### config.mk
export PLATFORM = sky130hd
export DESIGN_NAME = sdram_pwrup_seq
export DESIGN_NICKNAME = d
export VERILOG_FILES = /design/src/rtl/sdram_init_pkg.sv /design/src/rtl/sdram_init_timer.sv /design/src/rtl/sdram_init_fsm.sv /design/src/rtl/sdram_cmd_drive.sv /design/src/rtl/sdram_pwrup_seq.sv
export SDC_FILE = /design/constraint.sdc
export NUM_CORES = 1
export LEC_CHECK = 0
export ABC_AREA = 1
export BUFFER_PORTS_ARGS = -buffer_cell sky130_fd_sc_hd__buf_4
export CAP_MARGIN = 20
export CORE_MARGIN = 2
export CORE_UTILIZATION = 39
export CTS_BUF_LIST = sky130_fd_sc_hd__clkbuf_16
export DETAILED_ROUTE_END_ITERATION = 8
export GPL_ROUTABILITY_DRIVEN = 0
export SYNTH_ARGS = -nofsm -noshare
export SYNTH_HDL_FRONTEND = slang
export SYNTH_SLANG_ARGS = --single-unit
### constraint.sdc
create_clock -name clk -period 2 [get_ports clk]
set_input_delay 0.4 -clock clk [delete_from_list [all_inputs] [get_ports clk]]
set_output_delay 0.4 -clock clk [all_outputs]
set_load 0.02 [all_outputs]
### src/rtl/sdram_init_pkg.sv
package sdram_init_pkg;

  typedef enum logic [2:0] {
    PH_IDLE,
    PH_WAIT,
    PH_TRP,
    PH_TRFC1,
    PH_TRFC2,
    PH_TMRD,
    PH_READY
  } phase_t;

  typedef enum logic [2:0] {
    K_INH,
    K_NOP,
    K_PRE,
    K_REF,
    K_MRS
  } kind_t;

  typedef struct packed {
    logic cs_n;
    logic ras_n;
    logic cas_n;
    logic we_n;
  } cmd_t;

  localparam cmd_t CMD_INH = '{cs_n: 1'b1, ras_n: 1'b1, cas_n: 1'b1, we_n: 1'b1};

  function automatic cmd_t kind_to_cmd(input kind_t k);
    cmd_t c;
    case (k)
      K_NOP:   c = '{cs_n: 1'b0, ras_n: 1'b1, cas_n: 1'b1, we_n: 1'b1};
      K_PRE:   c = '{cs_n: 1'b0, ras_n: 1'b0, cas_n: 1'b1, we_n: 1'b0};
      K_REF:   c = '{cs_n: 1'b0, ras_n: 1'b0, cas_n: 1'b0, we_n: 1'b1};
      K_MRS:   c = '{cs_n: 1'b0, ras_n: 1'b0, cas_n: 1'b0, we_n: 1'b0};
      default: c = CMD_INH;
    endcase
    return c;
  endfunction

  // Mode word: [2:0] burst length, [3] burst type, [6:4] CAS latency,
  // [8:7] operating mode (zero), [9] write mode, [11:10] zero.
  function automatic logic [11:0] pack_mode(input logic [2:0] blen,
                                            input logic       intlv,
                                            input logic [2:0] cas_lat,
                                            input logic       wr_single);
    return {2'b00, wr_single, 2'b00, cas_lat, intlv, blen};
  endfunction

  function automatic int max_of3(input int a, input int b, input int c);
    int m;
    m = (a > b) ? a : b;
    return (m > c) ? m : c;
  endfunction

  function automatic int cnt_width(input int v);
    return (v < 2) ? 1 : $clog2(v);
  endfunction

endpackage

### src/rtl/sdram_init_timer.sv
module sdram_init_timer #(
  parameter int CNT_W = 8
) (
  input  logic             clk,
  input  logic             rst,
  input  logic             load,
  input  logic [CNT_W-1:0] load_val,
  output logic             expired
);

  logic [CNT_W-1:0] cnt_q;

  always_ff @(posedge clk) begin
    if (rst) begin
      cnt_q <= '0;
    end else if (load) begin
      cnt_q <= load_val;
    end else if (cnt_q != '0) begin
      cnt_q <= cnt_q - CNT_W'(1);
    end
  end

  assign expired = (cnt_q == '0);

endmodule

### src/rtl/sdram_init_fsm.sv
module sdram_init_fsm
  import sdram_init_pkg::*;
#(
  parameter int CNT_W    = 16,
  parameter int WAIT_CYC = 40000,
  parameter int TRP_CYC  = 3,
  parameter int TRFC_CYC = 14,
  parameter int TMRD_CYC = 2
) (
  input  logic             clk,
  input  logic             rst,
  input  logic             clk_stable_i,
  input  logic             timer_exp,
  output logic             tmr_load,
  output logic [CNT_W-1:0] tmr_val,
  output kind_t            kind_nxt,
  output logic             ready_nxt
);

  localparam logic [CNT_W-1:0] WAIT_LD = CNT_W'(WAIT_CYC - 1);
  localparam logic [CNT_W-1:0] TRP_LD  = CNT_W'(TRP_CYC - 1);
  localparam logic [CNT_W-1:0] TRFC_LD = CNT_W'(TRFC_CYC - 1);
  localparam logic [CNT_W-1:0] TMRD_LD = CNT_W'(TMRD_CYC - 1);

  phase_t phase_q, phase_d;

  always_comb begin
    phase_d  = phase_q;
    tmr_load = 1'b0;
    tmr_val  = '0;
    kind_nxt = K_NOP;
    case (phase_q)
      PH_IDLE: begin
        if (clk_stable_i) begin
          phase_d  = PH_WAIT;
          tmr_load = 1'b1;
          tmr_val  = WAIT_LD;
        end else begin
          kind_nxt = K_INH;
        end
      end
      PH_WAIT: begin
        if (timer_exp) begin
          phase_d  = PH_TRP;
          tmr_load = 1'b1;
          tmr_val  = TRP_LD;
          kind_nxt = K_PRE;
        end
      end
      PH_TRP: begin
        if (timer_exp) begin
          phase_d  = PH_TRFC1;
          tmr_load = 1'b1;
          tmr_val  = TRFC_LD;
          kind_nxt = K_REF;
        end
      end
      PH_TRFC1: begin
        if (timer_exp) begin
          phase_d  = PH_TRFC2;
          tmr_load = 1'b1;
          tmr_val  = TRFC_LD;
          kind_nxt = K_REF;
        end
      end
      PH_TRFC2: begin
        if (timer_exp) begin
          phase_d  = PH_TMRD;
          tmr_load = 1'b1;
          tmr_val  = TMRD_LD;
          kind_nxt = K_MRS;
        end
      end
      PH_TMRD: begin
        if (timer_exp) begin
          phase_d = PH_READY;
        end
      end
      PH_READY: begin
        phase_d = PH_READY;
      end
      default: begin
        phase_d  = PH_IDLE;
        kind_nxt = K_INH;
      end
    endcase
  end

  always_ff @(posedge clk) begin
    if (rst) begin
      phase_q <= PH_IDLE;
    end else begin
      phase_q <= phase_d;
    end
  end

  assign ready_nxt = (phase_d == PH_READY);

endmodule

### src/rtl/sdram_cmd_drive.sv
module sdram_cmd_drive
  import sdram_init_pkg::*;
#(
  parameter int                ADDR_W      = 12,
  parameter int                BA_W        = 2,
  parameter int                PRE_ALL_BIT = 10,
  parameter logic [ADDR_W-1:0] MODE_WORD   = '0
) (
  input  logic              clk,
  input  logic              rst,
  input  kind_t             kind_nxt,
  input  logic              ready_nxt,
  output logic              cs_n_o,
  output logic              ras_n_o,
  output logic              cas_n_o,
  output logic              we_n_o,
  output logic [BA_W-1:0]   ba_o,
  output logic [ADDR_W-1:0] addr_o,
  output logic              ready_o
);

  localparam logic [ADDR_W-1:0] PRE_ALL_WORD = ADDR_W'(1) << PRE_ALL_BIT;

  cmd_t              cmd_q;
  logic [ADDR_W-1:0] addr_d, addr_q;

  always_comb begin
    case (kind_nxt)
      K_PRE:   addr_d = PRE_ALL_WORD;
      K_MRS:   addr_d = MODE_WORD;
      default: addr_d = '0;
    endcase
  end

  always_ff @(posedge clk) begin
    if (rst) begin
      cmd_q   <= CMD_INH;
      addr_q  <= '0;
      ready_o <= 1'b0;
    end else begin
      cmd_q   <= kind_to_cmd(kind_nxt);
      addr_q  <= addr_d;
      ready_o <= ready_nxt;
    end
  end

  assign cs_n_o  = cmd_q.cs_n;
  assign ras_n_o = cmd_q.ras_n;
  assign cas_n_o = cmd_q.cas_n;
  assign we_n_o  = cmd_q.we_n;
  assign addr_o  = addr_q;
  assign ba_o    = '0;

endmodule

### src/rtl/sdram_pwrup_seq.sv
module sdram_pwrup_seq
  import sdram_init_pkg::*;
#(
  parameter int         WAIT_CYC         = 40000,
  parameter int         TRP_CYC          = 3,
  parameter int         TRFC_CYC         = 14,
  parameter int         TMRD_CYC         = 2,
  parameter logic [2:0] BURST_LEN_CODE   = 3'b010,
  parameter logic       BURST_INTERLEAVE = 1'b0,
  parameter logic [2:0] CAS_LAT          = 3'b011,
  parameter logic       WRITE_SINGLE     = 1'b0,
  parameter int         ADDR_W           = 12,
  parameter int         BA_W             = 2,
  parameter int         PRE_ALL_BIT      = 10
) (
  input  logic              clk,
  input  logic              rst,
  input  logic              clk_stable_i,
  output logic              cs_n_o,
  output logic              ras_n_o,
  output logic              cas_n_o,
  output logic              we_n_o,
  output logic [BA_W-1:0]   ba_o,
  output logic [ADDR_W-1:0] addr_o,
  output logic              init_done_o
);

  localparam int MAX_GAP = max_of3(WAIT_CYC, (TRP_CYC > TRFC_CYC) ? TRP_CYC : TRFC_CYC, TMRD_CYC);
  localparam int CNT_W   = cnt_width(MAX_GAP);
  localparam logic [ADDR_W-1:0] MODE_WORD =
    ADDR_W'(pack_mode(BURST_LEN_CODE, BURST_INTERLEAVE, CAS_LAT, WRITE_SINGLE));

  logic             tmr_load;
  logic [CNT_W-1:0] tmr_val;
  logic             timer_exp;
  kind_t            kind_nxt;
  logic             ready_nxt;

  // Named events for the checker
  logic ev_pre_issue, ev_ref_issue, ev_mrs_issue;
  assign ev_pre_issue = (kind_nxt == K_PRE);
  assign ev_ref_issue = (kind_nxt == K_REF);
  assign ev_mrs_issue = (kind_nxt == K_MRS);

  sdram_init_timer #(.CNT_W(CNT_W)) timer_i (
    .clk      (clk),
    .rst      (rst),
    .load     (tmr_load),
    .load_val (tmr_val),
    .expired  (timer_exp)
  );

  sdram_init_fsm #(
    .CNT_W    (CNT_W),
    .WAIT_CYC (WAIT_CYC),
    .TRP_CYC  (TRP_CYC),
    .TRFC_CYC (TRFC_CYC),
    .TMRD_CYC (TMRD_CYC)
  ) fsm_i (
    .clk          (clk),
    .rst          (rst),
    .clk_stable_i (clk_stable_i),
    .timer_exp    (timer_exp),
    .tmr_load     (tmr_load),
    .tmr_val      (tmr_val),
    .kind_nxt     (kind_nxt),
    .ready_nxt    (ready_nxt)
  );

  sdram_cmd_drive #(
    .ADDR_W      (ADDR_W),
    .BA_W        (BA_W),
    .PRE_ALL_BIT (PRE_ALL_BIT),
    .MODE_WORD   (MODE_WORD)
  ) drive_i (
    .clk       (clk),
    .rst       (rst),
    .kind_nxt  (kind_nxt),
    .ready_nxt (ready_nxt),
    .cs_n_o    (cs_n_o),
    .ras_n_o   (ras_n_o),
    .cas_n_o   (cas_n_o),
    .we_n_o    (we_n_o),
    .ba_o      (ba_o),
    .addr_o    (addr_o),
    .ready_o   (init_done_o)
  );

endmodule

# Word-level counts from Yosys, hierarchy flattened
# Cells that the tools add are included.
[classes]
n_reduce_logical = 7
n_eq_ne = 11
n_addsub = 1
n_mux = 24
div = 0
shifts = 0
order_cmp = 0
bitwise_logic = 0
multipliers = 0
[op_table]
columns = ["cell", "count"]
rows = [
  ["16-bit one-hot mux with 4 select lines", 1],
  ["16-bit two-way mux", 3],
  ["11-bit one-hot mux with 2 select lines", 1],
  ["3-bit two-way mux", 7],
  ["3-bit one-hot mux with 7 select lines", 1],
  ["16-bit zero test", 1],
  ["4-bit one-hot mux with 4 select lines", 1],
  ["16-bit nonzero test", 1],
  ["16-bit by 1-bit subtractor with 16-bit output, second input constant", 1],
  ["3-bit equality test, second input constant", 5],
  ["3-bit one-hot mux with 5 select lines", 1],
  ["3-bit by 2-bit equality test with 1-bit output, second input constant", 4],
  ["3-bit by 1-bit equality test with 1-bit output, second input constant", 2],
  ["2-bit two-way mux", 3],
  ["1-bit two-way mux", 4],
  ["4-bit two-way mux", 1],
  ["2-bit OR reduction", 2],
  ["4-bit OR reduction", 1],
  ["3-bit zero test", 1],
  ["1-bit one-hot mux with 2 select lines", 1],
  ["2-bit nonzero test", 1],
]
[totals]
latch_bits = 0
ram_bits = 0
in_bits = 3
word_cells = 51
mem_count = 0
romBits = 0
out_inout_bits = 19
reg_bits = 36

# Logic depth before layout (Yosys ltp)
# Gate-level depths: netlist of run 1.
[depth]
depth_word = 5
ltp_mapped = 10
depth_no_buf = 10

# Modules after synthesis
# From an unflattened synthesis of run 1, not the netlist that was laid out.
[hier_totals]
hier_cells = 285
area_unflattened_um2 = 1820.5
[by_module_without_submodules]
columns = ["module", "area_each_um2", "cells_per_inst", "seq_area_each_um2", "n_inst"]
rows = [
  ["sdram_init_timer", 1114.8, 179, 320.3, 1],
  ["sdram_init_fsm", 367.9, 63, 60.1, 1],
  ["sdram_cmd_drive", 337.8, 43, 140.1, 1],
]

# Least setup slack after synthesis of run 1
# OpenSTA, ideal clock, no wires.
[synth_timing]
path_type = "reg2reg"
start = "register timer_i.cnt_q[0]"
end = "register drive_i.cmd_q, in the netlist drive_i.cs_n_o"
setup_ps = 109
path_stages_with_launch = 9
slack_ps = 623
period_less_slack_ps = 1377
t_arrival_ps = 1268
path_buffers = 0
required_time_ps = 1891
path_cell_list = "dfxtp_1 inv_1 ha_1 nand2_4 nor2_2 nand2_2 a211o_1 nand2_1 inv_1"
[synth_between]
elab_chain_cells = 5
word_cells_on_any_way = 10
cone_classes = "eq/ne: 4; mux: 5; reduce/logical: 1"
[synth_lines]
columns = ["element", "line", "text"]
rows = [
  ["start: declaration", "sdram_init_timer.sv:11", "logic [CNT_W-1:0] cnt_q;"],
  ["start signal: assignment", "sdram_init_timer.sv:17", "cnt_q <= load_val;"],
  ["start signal: assignment", "sdram_init_timer.sv:19", "cnt_q <= cnt_q - CNT_W'(1);"],
  ["16-bit zero test *", "sdram_init_timer.sv:23", "assign expired = (cnt_q == '0);"],
  ["3-bit two-way mux (tied with other cells)", "sdram_init_fsm.sv:67", "if (timer_exp) begin"],
  ["3-bit one-hot mux with 5 select lines *", "sdram_init_fsm.sv:32", "case (phase_q)"],
  ["3-bit equality test (tied with other cells)", "sdram_init_pkg.sv:32", "case (k)"],
  ["4-bit one-hot mux with 4 select lines *", "sdram_init_pkg.sv:32", ""],
  ["end signal: assignment", "sdram_cmd_drive.sv:41", "cmd_q <= kind_to_cmd(kind_nxt);"],
  ["end: declaration", "sdram_cmd_drive.sv:24", "cmd_t cmd_q;"],
]
# Every way passes the cells marked *; elsewhere a longest branch is shown, timed or not.
# A chain may end at the register's enable or synchronous reset.

# Final worst setup path of run 1
[layout_timing]
start = "register timer_i.cnt_q[0]"
end = "register timer_i.cnt_q[1]"
[layout_between]
elab_chain_cells = 4
word_cells_on_any_way = 10
cone_classes = "add/sub: 1; mux: 6; reduce/logical: 3"
[layout_lines]
columns = ["element"]
rows = [
  ["branches (longest 4 deep; another with 16-bit by 1-bit subtractor with 16-bit output)"],
]
# Parallel ways; which one is timed is not known. The select of a mux whose other input is x is not followed.

==> impl_metrics.toml, run 1 <==
[run_status]
outcome = "complete, no violations"

[sta]
maxClockFrequency_mhz = 654
finalMaxSlewViolations = 0
final_hold_viol_count = 0
grt_setup_unrepaired = "false"
setup_violations = 0
post-route-min-period_ns = 1.53
fin_setup_tns_ns = 0
min_period_over_period_pct = 76.5
finClkSkew_ns = 0.00558

[setup_path]
timing.setup.critical_path_class = "reg -> reg"
endpoint_kind = "flip-flop"
worst_ep_arrival_time_ns = 1.68
critPathLaunchType = "flip-flop"
critical_path_peak_fanout = 14
worstPathRequired_ns = 2.15
regToRegSetupSlack_ns = 0.47

[drt]
post_drt_via_cell_ratio = 4.80
initialDrtViolationCount = 65
drt.antenna.violating_nets = 0
per_cell_routed_wire_length_um = 11.9
dr.pass1.iters = 4
drt_wl_total_um = 3430
routed-via-count = 1386
detail_route.drc_violations = 0

[logic_synthesis]
mappedNetlistArea_mm2 = 0.00161
synthCells = 230
synth-seq-area-share_pct = 32.4
postSynthRegisterBits = 26
synth.lib_cells_used.distinct = 36
ys_warn_count = 0
synth.avg_cell_area_um2 = 6.98

[die]
dieHeight_um = 68.2
floorplan.die_area_mm2 = 0.00465
dieWidth_um = 68.2
design.portCount = 22
start_util_pct = 40.4
core_area_mm2 = 0.00397
core.rowCount = 23

[grt]
grt_start_max_net_pins = 18
wire_length_of_the_first_global_routing_pass_um = 5580
grt_antenna_before_repair = 0
grt-ovfl-total = 0
grtUsageTotal_pct = 16.2
number_of_global_route_vias_before_repair = 1195

[clocking]
cts.root.buffer_cell = "sky130_fd_sc_hd__clkbuf_16"
clock-sinks = 26
number_of_buffers_created_by_cts = 3
htree_levels = 1
worst_skew_late_latency_ns = 0.26
cts_setup_buffers = 0
worst_setup_hold_path_clk_slew_ns = 0.06
cts-resized-gates = 0
cts_tree = "built"
cts.hold.buffers_added = 0
max-clock-path-buffers = 2

[power_and_ir_drop]
power_density_mw_per_mm2 = 926
netSwitchingFraction_pct = 36.9
static-leakage-power_nw = 0.853
vdd.ir_drop.worst_mv = 0.407
switching_power_mw = 0.600
p_int_mw = 1.03
share_of_power_burned_in_registers_pct = 38.9
power_mw = 1.63
p_clk_share_pct = 27.0
power.share.combinational_pct = 34.2

[cells_and_area]
post_route_cells_drive_above_1_share_pct = 20.5
layout_overhead_on_the_synthesized_area_pct = 9.51
n_fill_cell = 418
nNetsFinal = 245
diodes = 0
fin_util_pct = 44.3
sequential_standard_cell_area_um2 = 520
final_area_mm2 = 0.00176
multi_input_gate_area_in_the_final_layout_um2 = 912

[job]
max_cap_violations = 0

[placed_design]
detailedPlacementHpwl_um = 2670
port_buffers = 11
placement.cell_area_mm2 = 0.00168

[min_path]
holdCritPathClass = "in -> reg"
flip-flops by register name, indices dropped and copies added, names as in the netlist:
signal and cells:
timer_i.cnt_q 16, fsm_i.phase_q 3, drive_i.addr_o 2, drive_i.cas_n_o 1, drive_i.cs_n_o 1, drive_i.ras_n_o 1
drive_i.ready_o 1, drive_i.we_n_o 1
cell type report:
cell class | count | area share (%)
inverters | 26 | 5.55
well taps | 50 | 3.56
flip-flops and latches | 26 | 29.6
repair buffers | 12 | 5.12
clock buffers | 3 | 4.27
multi-input cells | 172 | 51.9
cell usage in the layout, fill, tap and decap left out, types with 4 or more instances in the layout:
master | netlist | routed
sky130_fd_sc_hd__nand2_1 | 42 | 42
sky130_fd_sc_hd__nor2_1 | 31 | 31
sky130_fd_sc_hd__dfxtp_1 | 26 | 26
sky130_fd_sc_hd__inv_1 | 21 | 21
sky130_fd_sc_hd__nand3_1 | 14 | 14
sky130_fd_sc_hd__a21oi_1 | 12 | 12
sky130_fd_sc_hd__buf_4 | 12 | 12
sky130_fd_sc_hd__conb_1 | 1 | 10
sky130_fd_sc_hd__nand2_2 | 9 | 9
sky130_fd_sc_hd__o21ai_0 | 8 | 8
sky130_fd_sc_hd__nor2_2 | 6 | 6
sky130_fd_sc_hd__inv_2 | 5 | 5
sky130_fd_sc_hd__nor2_4 | 4 | 4
sky130_fd_sc_hd__o21ai_1 | 4 | 4
sky130_fd_sc_hd__nor3_1 | 4 | 4
cells in the mapped netlist, drive strengths merged:
cell     n  share of area (%)
nand2   53                 15
nor2    42                 14
dfxtp   26                 32
inv     26                6.1
nand3   16                5.6
a21oi   13                4.3
buf     13                6.3
o21ai   13                4.3
nor3     6                2.5
nand4    3                1.2
xor2     3                1.6
clkbuf   2               0.47
nand3b   2               0.94
o21bai   2               0.94
a211o    1               0.55
a211oi   1               0.47
a21o     1               0.47
a31oi    1               0.39
and2     1               0.39
conb     1               0.23
ha       1               0.78
nor3b    1               0.78
or2      1               0.39
xnor2    1               0.55
power groups by stage:
| stage | Clock (mW) | Sequential (mW) | Combinational, mW |
|---|---|---|---|
| 4_1_cts | 0.456 | 0.632 | 0.560 |
| 3_5_place_dp | 0 | 0.644 | 0.557 |
| 2_1_floorplan | 0 | 0.634 | 0.474 |
| 3_3_place_gp | 0 | 0.644 | 0.559 |
| 6_report | 0.439 | 0.633 | 0.556 |
| 5_1_grt | 0.471 | 0.639 | 0.624 |
critical path, cell delays in order (launching register included):
cell	delay, ns
sky130_fd_sc_hd__dfxtp_1	0.31
sky130_fd_sc_hd__inv_1	0.08
sky130_fd_sc_hd__ha_1	0.23
sky130_fd_sc_hd__nand2_4	0.12
sky130_fd_sc_hd__nor2_8	0.15
sky130_fd_sc_hd__nand2_4	0.13
sky130_fd_sc_hd__inv_1	0.11
sky130_fd_sc_hd__nand3_1	0.08
sky130_fd_sc_hd__o21ai_0	0.15
sky130_fd_sc_hd__nor2_1	0.05
cell families (layout without fill, tap and decap cells):
group                    after synthesis  after routing  share of synthesized area [%]
AND/OR/NAND/NOR                      125            125                           40.1
other                                  1             10                          0.234
adder cells (fa/ha/maj)                1              1                          0.779
XOR/XNOR                               4              4                           2.18
flip-flops                            26             26                           32.4
AO/OA/AOI/OAI                         32             32                           11.4
buffers and inverters                 41             41                           12.9
final timing paths:
path                                               startpoint                             end  cells past startpoint
worst max-delay path            timer_i.cnt_q[0]$_SDFFE_PP0P_   timer_i.cnt_q[1]$_SDFFE_PP0P_                      9
worst min-delay path                                      rst  timer_i.cnt_q[15]$_SDFFE_PP0P_                      2
worst max register to register  timer_i.cnt_q[0]$_SDFFE_PP0P_   timer_i.cnt_q[1]$_SDFFE_PP0P_                      9
worst min register to register  timer_i.cnt_q[1]$_SDFFE_PP0P_   timer_i.cnt_q[1]$_SDFFE_PP0P_                      2
per-stage QoR:
stage          std cells  setup slack, ns  hold slack, ns
6_report             289            0.471           0.457
5_1_grt              289            0.335           0.472
4_1_cts              289            0.460           0.461
3_5_place_dp         286            0.476           0.528
3_3_place_gp         286            0.478           0.517
2_1_floorplan        239            0.623           0.497
layer usage:
layer	global-route usage (%)	vias up	routed length [um]
li1	-	728	-
met1	19.7	638	1660
met2	28.4	13	1640
met3	3.45	7	66
met4	4.75	0	57
met5	0	-	0
(Power assumes the default switching activity.)
==> run 2: changes to the inputs <==
==> constraint.sdc (replaced) <==
create_clock -name clk -period 1.5 [get_ports clk]
set_input_delay 0.3 -clock clk [delete_from_list [all_inputs] [get_ports clk]]
set_output_delay 0.3 -clock clk [all_outputs]
set_load 0.02 [all_outputs]
==> run 2 against run 1 <==
Global-route usage grew 0.84 points. Critical path depth shrank 1. Cell count grew 5.2%. Critical path type unchanged. Highest routed layer unchanged.
==> impl_metrics.toml, run 2 (synthesis results as in run 1) <==
[run_status]
outcome = "complete, no violations"

[clocking]
worst_skew_late_latency_ns = 0.26
cts_tree = "built"
htree_levels = 1
clock-sinks = 26
number_of_buffers_created_by_cts = 3
cts.root.buffer_cell = "sky130_fd_sc_hd__clkbuf_16"
max-clock-path-buffers = 2
cts.hold.buffers_added = 0
worst_setup_hold_path_clk_slew_ns = 0.06

[power_and_ir_drop]
switching_power_mw = 0.886
p_int_mw = 1.47
vdd.ir_drop.worst_mv = 0.802
power_density_mw_per_mm2 = 1200
power.share.combinational_pct = 38.9
share_of_power_burned_in_registers_pct = 36.0
static-leakage-power_nw = 0.934
p_clk_share_pct = 25.1
netSwitchingFraction_pct = 37.6

[sta]
maxClockFrequency_mhz = 699
final_hold_viol_count = 0
finClkSkew_ns = 0.00163
min_period_over_period_pct = 95.3
finalMaxSlewViolations = 0
setup_violations = 0
post-route-min-period_ns = 1.43
final.setup.worst_slack_ns = 0.0702

[drt]
initialDrtViolationCount = 67
m1WireLength_um = 1640
drt_wl_total_um = 3720
detail_route.drc_violations = 0
routed-via-count = 1457
routed.top_layer = "met4"
dr.pass1.iters = 5
post_drt_via_cell_ratio = 4.79
drt.antenna.violating_nets = 0
wl_met2_um = 1840
per_cell_routed_wire_length_um = 12.2
wl_met3_um = 207

[setup_path]
critical_path_buf_inv_count = 1
endpoint_kind = "flip-flop"
worst_ep_arrival_time_ns = 1.59
critical_path.top_delay_family = "simple AND/OR/NAND/NOR gates"
critical_path_peak_fanout = 8
critPathLaunchType = "flip-flop"
timing.setup.critical_path_class = "reg -> reg"
timing.critical_path.cells = "nor2_4 -> nand2_2 -> nor2_4 -> nand3_2 -> nand2_2 -> inv_2 -> a21oi_2 -> nor2_1"
critical_path.slowest_cell = "sky130_fd_sc_hd__dfxtp_2"
worstPathRequired_ns = 1.66
worst_path_largest_cell_delay_ns = 0.35

[die]
core.rowCount = 23
start_util_pct = 40.4
floorplan.die_area_mm2 = 0.00465
core_area_mm2 = 0.00397
dieWidth_um = 68.2
design.portCount = 22
dieHeight_um = 68.2

[cells_and_area]
n_fill_cell = 401
diodes = 0
max_reg_flops = 16
multi_input_gate_area_in_the_final_layout_um2 = 978
mostFrequentLayoutCell = "sky130_fd_sc_hd__nand2_1"
final_area_mm2 = 0.00196
nNetsFinal = 260
layout_common_cells = "sky130_fd_sc_hd__nand2_1 (42), sky130_fd_sc_hd__nor2_1 (28), sky130_fd_sc_hd__buf_4 (26)"
sequential_standard_cell_area_um2 = 526
layout_overhead_on_the_synthesized_area_pct = 21.9
max_flop_register = "timer_i.cnt_q"
post_route_cells_drive_above_1_share_pct = 29.9

[grt]
grt_start_max_net_pins = 14
wire_length_of_the_first_global_routing_pass_um = 5840
grtUsageTotal_pct = 17.0
grt-ovfl-total = 0
number_of_global_route_vias_before_repair = 1293
grt_antenna_before_repair = 0

[placed_design]
placement.cell_area_mm2 = 0.00177
port_buffers = 11
place_worst_setup_slack_ns = 0.00615
detailedPlacementHpwl_um = 2860

[min_path]
holdCritPathClass = "in -> reg"

[job]
max_cap_violations = 0
-- run 2: changes by cell type in the layout (fill, tap and decap cells not counted), sizes merged --
cell,change
buf,+15
-- run 2: per-stage QoR --
| step | utilization, % | hold WS [ns] | std cells | total power, mW | setup TNS (ns) |
|---|---|---|---|---|---|
| after floorplan | - | 0.497 | 239 | 1.48 | 0 |
| after detailed placement | 44.6 | 0.538 | 298 | 1.65 | 0 |
| final | 49.3 | 0.271 | 304 | 2.36 | 0 |
| after CTS | 46.6 | 0.262 | 301 | 2.26 | 0 |
| after global placement | 44.6 | 0.522 | 298 | 1.65 | 0 |
| after global routing | 49.3 | 0.267 | 304 | 2.51 | -0.00422 |
-- run 2: final timing paths --
path | start | endpoint | slack (ns) | depth (start not counted)
max | timer_i.cnt_q[4]$_SDFFE_PP0P_ | timer_i.cnt_q[11]$_SDFFE_PP0P_ | 0.07 | 8
min | rst | timer_i.cnt_q[3]$_SDFFE_PP0P_ | 0.27 | 2
max reg2reg | timer_i.cnt_q[4]$_SDFFE_PP0P_ | timer_i.cnt_q[11]$_SDFFE_PP0P_ | 0.07 | 8
min reg2reg | timer_i.cnt_q[5]$_SDFFE_PP0P_ | timer_i.cnt_q[5]$_SDFFE_PP0P_ | 0.50 | 2
-- run 2: timing repair --
action                                  in CTS  in global routing
endpoints found under the setup margin       2                 15
setup buffers                                0                  3
gates resized for setup                      1                 24
pin swaps                                    0                  9
-- run 2: power by group through the flow --
stage                     Clock [mW]  Combinational [mW]  Sequential, mW
after floorplan                    0               0.632           0.845
after global placement             0               0.798           0.848
after detailed placement           0               0.798           0.849
after CTS                      0.619               0.808           0.833
after global routing           0.628                1.02           0.858
final                          0.592               0.916           0.848
-- run 2: area by class of cell --
type	instances	area share, %
well taps	50	3.20
inverters	26	5.12
repair buffers	27	11.0
multi-input cells	172	50.0
clock buffers	3	3.84
flip-flops and latches	26	26.9
-- run 2: metal layers --
metal,up-vias,global-route usage [%]
met5,-,0
met4,0,6.25
met3,2,4.61
met2,37,28.0
met1,650,21.2
li1,768,-
==> run 3: changes to the inputs <==
--- a/config.mk
+++ b/config.mk
@@ -5,7 +5,7 @@
 export SDC_FILE = /design/constraint.sdc
 export NUM_CORES = 1
 export LEC_CHECK = 0
-export ABC_AREA = 1
+export ABC_AREA = 0
 export BUFFER_PORTS_ARGS = -buffer_cell sky130_fd_sc_hd__buf_4
 export CAP_MARGIN = 20
 export CORE_MARGIN = 2
==> run 3 against run 2 <==
The run now ends with negative setup slack left. Critical endpoint is now timer_i.cnt_q[1]$_SDFFE_PP0P_. Highest routed layer unchanged. Non-clock buffer count up 23. Core utilization up 12 points. Synthesized cell count down 25%. Critical path type unchanged. Combinational power up 1%. Largest power group unchanged. Register-to-register slack worse by 0.35 ns.
==> impl_metrics.toml, run 3 <==
[run_status]
outcome = "finished, violations left"
violations = "negative setup slack"

[grt]
number_of_global_route_vias_before_repair = 1267
groute.layer.met2.usage_pct = 29.0
grtUsageTotal_pct = 17.6
gr-max-usage-layer = "met2"
grt_start_max_net_pins = 21
wire_length_of_the_first_global_routing_pass_um = 5760
grt-ovfl-total = 0
grt_antenna_before_repair = 0
use_met3_pct = 1.76
grt_util_met1_pct = 22.9

[logic_synthesis]
synth.lib_cells_used.distinct = 41
synth_async_sr_flop_share_pct = 0
synth_commonest_cells = "sky130_fd_sc_hd__dfxtp_1 (26), sky130_fd_sc_hd__a21oi_1 (17), sky130_fd_sc_hd__nand2_1 (17), sky130_fd_sc_hd__nor2_1 (15), sky130_fd_sc_hd__buf_4 (12)"
ys_warn_count = 0
mappedNetlistArea_mm2 = 0.00140
dominantRegCellSynth = "sky130_fd_sc_hd__dfxtp_1"
synth-seq-area-share_pct = 37.1
yosysMostFrequentCell = "sky130_fd_sc_hd__dfxtp_1"
leading_post_synthesis_cells_by_cell_area = "sky130_fd_sc_hd__dfxtp_1 (37%), sky130_fd_sc_hd__buf_4 (6.4%), sky130_fd_sc_hd__a21oi_1 (6.1%)"
yosysTopAreaCell = "sky130_fd_sc_hd__dfxtp_1"
postSynthRegisterBits = 26
number_of_synthesized_flops_with_an_enable_pin = 0
synthCells = 173
synthDominantCellAreaShare_pct = 37.1
synth.avg_cell_area_um2 = 8.10

[placed_design]
placement.cell_area_mm2 = 0.00170
detailedPlacementHpwl_um = 2340
port_buffers = 11
place_inst = 251
place_worst_setup_slack_ns = -0.342

[drt]
routed-via-count = 1415
drt.antenna.violating_nets = 0
dr.pass1.iters = 4
per_cell_routed_wire_length_um = 14.0
initialDrtViolationCount = 58
drt_wl_total_um = 3700
detail_route.drc_violations = 0
post_drt_via_cell_ratio = 5.36

[setup_path]
endpoint_kind = "flip-flop"
worst_ep_arrival_time_ns = 1.95
critical_path_peak_fanout = 4
regToRegSetupSlack_ns = -0.28
critPathLaunchType = "flip-flop"
worstPathRequired_ns = 1.67
timing.setup.critical_path_class = "reg -> reg"

[cells_and_area]
layout_overhead_on_the_synthesized_area_pct = 47.8
n_fill_cell = 278
nNetsFinal = 223
multi_input_gate_area_in_the_final_layout_um2 = 967
post_route_cells_drive_above_1_share_pct = 45.9
fin_util_pct = 61.1
max_reg_flops = 16
diodes = 0
post_layout_nonfiller_instances = 264
final_area_mm2 = 0.00207
max_flop_register = "timer_i.cnt_q"
layout_common_cells = "sky130_fd_sc_hd__buf_4 (45), sky130_fd_sc_hd__dfxtp_1 (20), sky130_fd_sc_hd__nand2_1 (14), sky130_fd_sc_hd__a21oi_1 (14), sky130_fd_sc_hd__nor2_1 (13)"
mostFrequentLayoutCell = "sky130_fd_sc_hd__buf_4"
sequential_standard_cell_area_um2 = 528

[clocking]
cts.root.buffer_cell = "sky130_fd_sc_hd__clkbuf_16"
max-clock-path-buffers = 2
htree_levels = 1
worst_skew_late_latency_ns = 0.26
clock-sinks = 26
worst_setup_hold_path_clk_slew_ns = 0.07
cts_tree = "built"
cts.hold.buffers_added = 0
number_of_buffers_created_by_cts = 3

[power_and_ir_drop]
p_int_mw = 1.77
switching_power_mw = 0.768
power_mw = 2.54
netSwitchingFraction_pct = 30.2
share_of_power_burned_in_registers_pct = 33.2
p_clk_share_pct = 30.2
power.share.combinational_pct = 36.6
vdd.ir_drop.worst_mv = 0.597
static-leakage-power_nw = 0.851
power_density_mw_per_mm2 = 1230

[sta]
finClkSkew_ns = 0.00422
final_hold_viol_count = 0
grt_setup_unrepaired = "true"
finalMaxSlewViolations = 0
post-route-min-period_ns = 1.78
setup_violations = 23
whs_ns = 0.364
final.setup.worst_slack_ns = -0.282
fin_setup_tns_ns = -3.64
maxClockFrequency_mhz = 561
min_period_over_period_pct = 119

[die]
design.portCount = 22
dieHeight_um = 63.9
start_util_pct = 41.3
core.rowCount = 21
floorplan.die_area_mm2 = 0.00409
core_area_mm2 = 0.00339
dieWidth_um = 63.9

[job]
max_cap_violations = 0

[min_path]
holdCritPathClass = "in -> reg"
[run 3: cell count changes after synthesis, moves of 4 or more]
cell / before / now
sky130_fd_sc_hd__a21oi_1: 12 / 17
sky130_fd_sc_hd__inv_1: 21 / 5
sky130_fd_sc_hd__inv_2: 5 / 0
sky130_fd_sc_hd__nand2_1: 42 / 17
sky130_fd_sc_hd__nand2_2: 9 / 0
sky130_fd_sc_hd__nand3_1: 14 / 7
sky130_fd_sc_hd__nor2_1: 31 / 15
sky130_fd_sc_hd__nor2_2: 6 / 0
sky130_fd_sc_hd__nor2_4: 4 / 0
sky130_fd_sc_hd__nor3_1: 4 / 8
sky130_fd_sc_hd__nor4_1: 0 / 5
sky130_fd_sc_hd__o21ai_1: 4 / 0
[run 3: critical path, cell delays in order (launching register included)]
cell,delay [ns]
sky130_fd_sc_hd__dfxtp_2,0.32
sky130_fd_sc_hd__or4_4,0.54
sky130_fd_sc_hd__or3_4,0.38
sky130_fd_sc_hd__o41ai_4,0.22
sky130_fd_sc_hd__a21oi_1,0.07
sky130_fd_sc_hd__nor3_1,0.17
[run 3: repair_timing]
item,in CTS,in global routing
pin swaps,21,14
resized for setup,32,21
gates cloned,1,0
setup buffers,5,3
endpoints found under the setup margin,24,25
[run 3: path summary, 6_finish.rpt]
check,start,endpoint,cells past startpoint
hold reg to reg,timer_i.cnt_q[5]$_SDFFE_PP0P_,timer_i.cnt_q[5]$_SDFFE_PP0P_,2
setup reg to reg,timer_i.cnt_q[11]$_SDFFE_PP0P_,timer_i.cnt_q[1]$_SDFFE_PP0P_,5
hold / removal,rst,timer_i.cnt_q[2]$_SDFFE_PP0P_,2
setup / recovery,timer_i.cnt_q[11]$_SDFFE_PP0P_,timer_i.cnt_q[1]$_SDFFE_PP0P_,5
[run 3: metal layers]
layer | wire, um | vias to the layer above
met4 | 62 | 0
li1 | - | 691
met5 | 0 | -
met1 | 1630 | 668
met3 | 158 | 8
met2 | 1850 | 48
[run 3: power by group through the flow]
stage               Combinational [mW]  Clock (mW)  Sequential (mW)
floorplan                        0.418           0            0.843
global placement                 0.679           0            0.828
detailed placement               0.679           0            0.830
CTS                              0.805       0.778            0.829
global route                      1.00       0.812            0.848
finish                           0.929       0.767            0.843
[run 3: logic make-up after synthesis]
| kind of cell | count (synthesis) | synth area share (%) |
|---|---|---|
| other cells | 1 | 0.268 |
| fa+ha+maj | 1 | 0.893 |
| flops | 26 | 37.1 |
| xor+xnor | 7 | 4.38 |
| compound gates | 37 | 15.8 |
| simple gates | 77 | 30.8 |
| buf+inv | 24 | 10.7 |
[run 3: cell type report]
| cell class | count | area share (%) |
|---|---|---|
| Inverter | 5 | 0.906 |
| Clock buffer | 3 | 3.63 |
| Clock inverter | 1 | 1.45 |
| Tap cell | 46 | 2.78 |
| Sequential cell | 26 | 25.5 |
| Timing Repair Buffer | 50 | 19.0 |
| Multi-Input combinational cell | 133 | 46.7 |
